### src/rtl/sertx_pkg.sv
package sertx_pkg;
  parameter int DATA_W = 8;
  localparam int FRAME_W = DATA_W + 3;
  localparam int CNT_W = $clog2(FRAME_W + 1);

  typedef enum logic [1:0] {
    MODE_ASYNC = 2'd0,
    MODE_ADDR  = 2'd1,
    MODE_SYNC  = 2'd2,
    MODE_PLAIN = 2'd3
  } txMode_e;

  typedef struct packed {
    txMode_e mode;
    logic    parEn;
    logic    parOdd;
    logic    addrBit;
    logic    framed;
  } txCfg_t;

  typedef struct packed {
    logic load;
    logic shift;
  } txStrobe_t;

  function automatic logic hasFraming(txCfg_t c);
    return !(c.mode == MODE_SYNC && !c.framed);
  endfunction

  function automatic logic hasExtra(txCfg_t c);
    case (c.mode)
      MODE_ASYNC: return c.parEn;
      MODE_ADDR:  return 1'b1;
      MODE_SYNC:  return c.framed && c.parEn;
      default:    return 1'b0;
    endcase
  endfunction

  function automatic logic [CNT_W-1:0] frameLen(txCfg_t c);
    logic [CNT_W-1:0] n;
    n = CNT_W'(DATA_W);
    if (hasFraming(c)) n = n + CNT_W'(2);
    if (hasExtra(c)) n = n + CNT_W'(1);
    return n;
  endfunction
endpackage

### src/rtl/sertx_ctrl.sv
module sertx_ctrl
  import sertx_pkg::*;
(
  input  logic      clk,
  input  logic      rstN,
  input  logic      baudTick,
  input  logic      dataWr,
  input  txCfg_t    cfg,
  output txStrobe_t st,
  output logic      holdEmpty,
  output logic      busy
);
  logic [CNT_W-1:0] bitCnt;
  logic lastBit;

  assign lastBit = busy && (bitCnt == CNT_W'(1));

  always_comb begin
    st.load  = baudTick && !holdEmpty && (!busy || lastBit);
    st.shift = baudTick && busy && !lastBit;
  end

  always_ff @(posedge clk) begin
    if (!rstN) begin
      holdEmpty <= 1'b1;
      busy      <= 1'b0;
      bitCnt    <= '0;
    end else begin
      if (dataWr) holdEmpty <= 1'b0;
      else if (st.load) holdEmpty <= 1'b1;

      if (st.load) begin
        busy   <= 1'b1;
        bitCnt <= frameLen(cfg);
      end else if (st.shift) begin
        bitCnt <= bitCnt - CNT_W'(1);
      end else if (baudTick && lastBit) begin
        busy   <= 1'b0;
        bitCnt <= '0;
      end
    end
  end


  flag_set_on_load_chk: assert property (@(posedge clk) disable iff (!rstN)
    $rose(holdEmpty) |-> $past(st.load));

  flag_clear_on_write_chk: assert property (@(posedge clk) disable iff (!rstN)
    $fell(holdEmpty) |-> $past(dataWr));

  busy_moves_on_tick_chk: assert property (@(posedge clk) disable iff (!rstN)
    (busy != $past(busy)) |-> $past(baudTick));

  busy_has_bits_chk: assert property (@(posedge clk) disable iff (!rstN)
    busy |-> (bitCnt != '0));
endmodule

### src/rtl/sertx_dp.sv
module sertx_dp
  import sertx_pkg::*;
(
  input  logic              clk,
  input  logic              rstN,
  input  txStrobe_t         st,
  input  txCfg_t            cfg,
  input  logic              busy,
  input  logic              dataWr,
  input  logic [DATA_W-1:0] dataIn,
  output logic              txLine
);
  logic [DATA_W-1:0]  holdReg;
  logic [FRAME_W-1:0] shReg;

  function automatic logic [FRAME_W-1:0] buildFrame(txCfg_t c, logic [DATA_W-1:0] d);
    logic [FRAME_W-1:0] f;
    logic xb;
    xb = (c.mode == MODE_ADDR) ? c.addrBit : (c.parOdd ? ~^d : ^d);
    f = '1;
    if (!hasFraming(c)) begin
      f[DATA_W-1:0] = d;
    end else begin
      f[0] = 1'b0;
      f[DATA_W:1] = d;
      if (hasExtra(c)) f[DATA_W+1] = xb;
    end
    return f;
  endfunction

  always_ff @(posedge clk) begin
    if (!rstN) begin
      holdReg <= '0;
      shReg   <= '1;
    end else begin
      if (dataWr) holdReg <= dataIn;
      if (st.load) shReg <= buildFrame(cfg, holdReg);
      else if (st.shift) shReg <= {1'b1, shReg[FRAME_W-1:1]};
    end
  end

  assign txLine = busy ? shReg[0] : 1'b1;


  frame_held_chk: assert property (@(posedge clk) disable iff (!rstN)
    (!st.load && !st.shift) |=> $stable(shReg));
endmodule

### src/rtl/multimode_tx.sv
module multimode_tx
  import sertx_pkg::*;
(
  input  logic              clk,
  input  logic              rstN,
  input  logic              baudTick,
  input  logic              dataWr,
  input  logic [DATA_W-1:0] dataIn,
  input  logic [1:0]        txMode,
  input  logic              parityEn,
  input  logic              parityOdd,
  input  logic              addrFlag,
  input  logic              syncFramed,
  input  logic              irqEn,
  output logic              txLine,
  output logic              holdEmpty,
  output logic              txBusy,
  output logic              txIrq
);
  txCfg_t    cfg;
  txStrobe_t st;

  always_comb begin
    cfg.mode    = txMode_e'(txMode);
    cfg.parEn   = parityEn;
    cfg.parOdd  = parityOdd;
    cfg.addrBit = addrFlag;
    cfg.framed  = syncFramed;
  end

  sertx_ctrl u_ctrl (
    .clk(clk), .rstN(rstN), .baudTick(baudTick), .dataWr(dataWr),
    .cfg(cfg), .st(st), .holdEmpty(holdEmpty), .busy(txBusy)
  );

  sertx_dp u_dp (
    .clk(clk), .rstN(rstN), .st(st), .cfg(cfg), .busy(txBusy),
    .dataWr(dataWr), .dataIn(dataIn), .txLine(txLine)
  );

  assign txIrq = holdEmpty && irqEn;


  idle_line_high_chk: assert property (@(posedge clk) disable iff (!rstN)
    !txBusy |-> txLine);
endmodule

### config.mk
export PLATFORM = sky130hd
export DESIGN_NAME = multimode_tx
export DESIGN_NICKNAME = d
export VERILOG_FILES = /design/src/rtl/sertx_pkg.sv /design/src/rtl/sertx_ctrl.sv /design/src/rtl/sertx_dp.sv /design/src/rtl/multimode_tx.sv
export SDC_FILE = /design/constraint.sdc
export NUM_CORES = 1
export LEC_CHECK = 0
export BUFFER_PORTS_ARGS = -buffer_cell sky130_fd_sc_hd__buf_2
export CORE_UTILIZATION = 29
export CTS_CLUSTER_SIZE = 16
export DETAILED_ROUTE_END_ITERATION = 10
export GPL_ROUTABILITY_DRIVEN = 0
export GPL_TIMING_DRIVEN = 0
export HOLD_SLACK_MARGIN = 0.06
export PLACE_DENSITY_LB_ADDON = 0.25
export SYNTH_ARGS = -nofsm -noshare
export SYNTH_HDL_FRONTEND = slang
export SYNTH_HIERARCHICAL = 1
export SYNTH_SLANG_ARGS = --single-unit
### constraint.sdc
create_clock -name clk -period 1.81 [get_ports clk]
set_input_delay 0.362 -clock clk [delete_from_list [all_inputs] [get_ports clk]]
set_output_delay 0.362 -clock clk [all_outputs]
set_load 0.03 [all_outputs]
==> results.json <==
{
  "drt_iter0_markers": 41,
  "synth_cell_types": 35,
  "io_pins": 23,
  "vias": 1144,
  "clockBufferDepth": 2,
  "crit_type": "reg2reg",
  "drt_pass1_iterations": 4,
  "grt_max_degree": 16,
  "cts-root-buf": "clkbuf_8",
  "drv_cap": 0,
  "syn_nets": 172,
  "hold_violations": 0,
  "clock_sinks": 24,
  "fin_crit_sh": 0.994,
  "status": "finished clean",
  "cp_max_fo": 6,
  "regArea_sq_um": 483,
  "preCtsSetupSlack_ns": -0.293,
  "fp.dieH_microns": 69.2,
  "slew_headroom": 0.646,
  "power_mw": 1.36,
  "report.final.slew_viol_count": 0,
  "skew_ns": 0.00353,
  "design_area_sq_um": 1740,
  "async_flop_share": 0,
  "track_usage": 0.123,
  "multi_input_area_sq_um": 848,
  "drive_gt1_frac": 0.293,
  "min_period_ns": 1.80,
  "cts-buffers-inserted": 3,
  "cp.arrival_ns": 2.00,
  "yosysSeqAreaShare": 0.366,
  "setup_viol": 0,
  "rsz0062_at_grt": "true",
  "cts_tree": "done",
  "port_buffers": 22,
  "htree_levels": 1,
  "setup_ws_ns": 0.0102,
  "fill_cells": 437,
  "clk_latency_ns": 0.27,
  "ys.warnings.count": 6,
  "p_leak_nw": 0.722,
  "start_util": 0.301,
  "drc": 0,
  "syn_area_sq_um": 1310,
  "tightest_slew_ns": 0.529,
  "final_cell_mix": "buf_2, dfxtp_1, nand2_1",
  "power.density_nw_per_um2": 784,
  "fin_util": 0.399,
  "area_growth_pct": 32.3,
  "critPathCaptureType": "flip-flop",
  "dpl.hpwl_mm": 2.05,
  "postSynthCellCount": 151,
  "die_area_sq_um": 4790,
  "synthFlopType": "dfxtp_1",
  "grt_pass1_wl_mm": 4.72,
  "synth_edf_count": 0,
  "yosysTopAreaCell": "dfxtp_1",
  "std_cell_rows": 24,
  "core_area_sq_um": 4350,
  "final_common_cell": "buf_2",
  "synthTopCellsByArea": "dfxtp_1, nor2b_1, mux2i_1",
  "ir_worst_vdd_mv": 0.282,
  "place_area_sq_um": 1490,
  "fmax_ghz": 0.556,
  "nNetsFinal": 206,
  "first_global_vias": 992,
  "antenna_left": 0,
  "ys_seq_elements": 24,
  "antenna_found_initial": 0,
  "clkTransAtPathRegs_ns": 0.09,
  "wl_per_cell_microns": 12.9,
  "viasPerCell": 4.85,
  "grt_overflow": 0,
  "drt-total-wl_mm": 3.05,
  "antenna_cells": 0,
  "worst_setup_path_start_kind": "flip-flop",
  "syn_area_per_cell_sq_um": 8.68,
  "synth.top_cell.area_share": 0.366,
  "crit_required_ns": 2.01,
  "hold_path.class": "in2reg",
  "die_x_microns": 69.2
}
-- Yosys cell counts (2+ instances only) --
cell type / number
a211oi_1: 8
xor2_1: 2
buf_2: 4
mux2i_1: 9
clkbuf_1: 2
o21ai_0: 11
a21boi_1: 3
nor2b_1: 19
nor2_1: 5
xnor2_1: 3
o21ai_1: 3
and3_1: 7
nand2_1: 20
nand2b_1: 3
dfxtp_1: 24
inv_1: 5
ha_1: 2
nor3b_2: 2
nor3_1: 2
nand3b_1: 2
-- critical path: stages (launching register included) --
cell      delay (ns)
dfxtp_2         0.34
inv_2           0.08
ha_4            0.13
or3b_4          0.38
a21oi_4         0.29
buf_8           0.17
buf_8           0.12
nand2_4         0.05
o221ai_2        0.17
-- report_power, final --
| group | total (mW) | switching (mW) | internal (mW) |
|---|---|---|---|
| clock | 0.480 | 0.184 | 0.296 |
| sequential | 0.605 | 0.0366 | 0.568 |
| combinational | 0.277 | 0.131 | 0.146 |
| total | 1.36 | 0.351 | 1.01 |
-- final timing paths --
| check | from | to | slack (ns) | depth (start not counted) |
|---|---|---|---|---|
| setup / recovery | u_ctrl/bitCnt[1] | u_dp/shReg[0] | 0.01 | 8 |
| hold reg to reg | u_dp/shReg[6] | u_dp/shReg[5] | 0.53 | 2 |
| hold / removal | dataWr | u_ctrl/holdEmpty | 0.27 | 2 |
| setup reg to reg | u_ctrl/bitCnt[1] | u_dp/shReg[0] | 0.01 | 8 |
-- routing by layer --
layer	vias to the layer above	track usage	wire length [microns]
met5	-	0	0
met4	0	0.0544	42
met3	4	0.0233	66
met2	16	0.182	1360
met1	531	0.172	1580
li1	593	-	-
-- what timing repair did --
item | CTS | global route
endpoints found under the setup margin | 10 | 10
buffers inserted | 1 | 4
gates resized for setup | 6 | 20
pin swaps | 1 | 6
cloned | 0 | 2
hold buffers | 0 | 0
-- stage by stage --
stage                     hold slack (ns)  cells  setup TNS (ns)
final                               0.273    236               0
after global routing                0.282    236          -0.147
after CTS                           0.274    230               0
after detailed placement            0.515    225           -2.26
after global placement              0.514    225           -2.11
after floorplan                     0.442    151               0
-- flip-flops by register name, summed over array words and instances, names as in the netlist --
signal            count
u_ctrl/bitCnt         4
u_ctrl/holdEmpty      1
u_dp/shReg           10
u_ctrl/busy           1
u_dp/holdReg          8
-- area by class of cell --
type,instances,area share
buffer,6,0.0296
clock buffer,3,0.0238
clock inverter,1,0.0173
inverter,5,0.0108
multi-input combinational,116,0.489
sequential,24,0.278
tap,52,0.0375
timing repair buffer,29,0.114
-- kinds of logic after synthesis --
group,after synthesis,share of synthesized area
buf+inv,11,0.0353
simple gates,65,0.279
compound gates,33,0.173
flops,24,0.366
mux,10,0.0773
fa+ha+maj,2,0.0191
xor+xnor,6,0.0506
No activity file was read; power rests on OpenSTA's default activity.
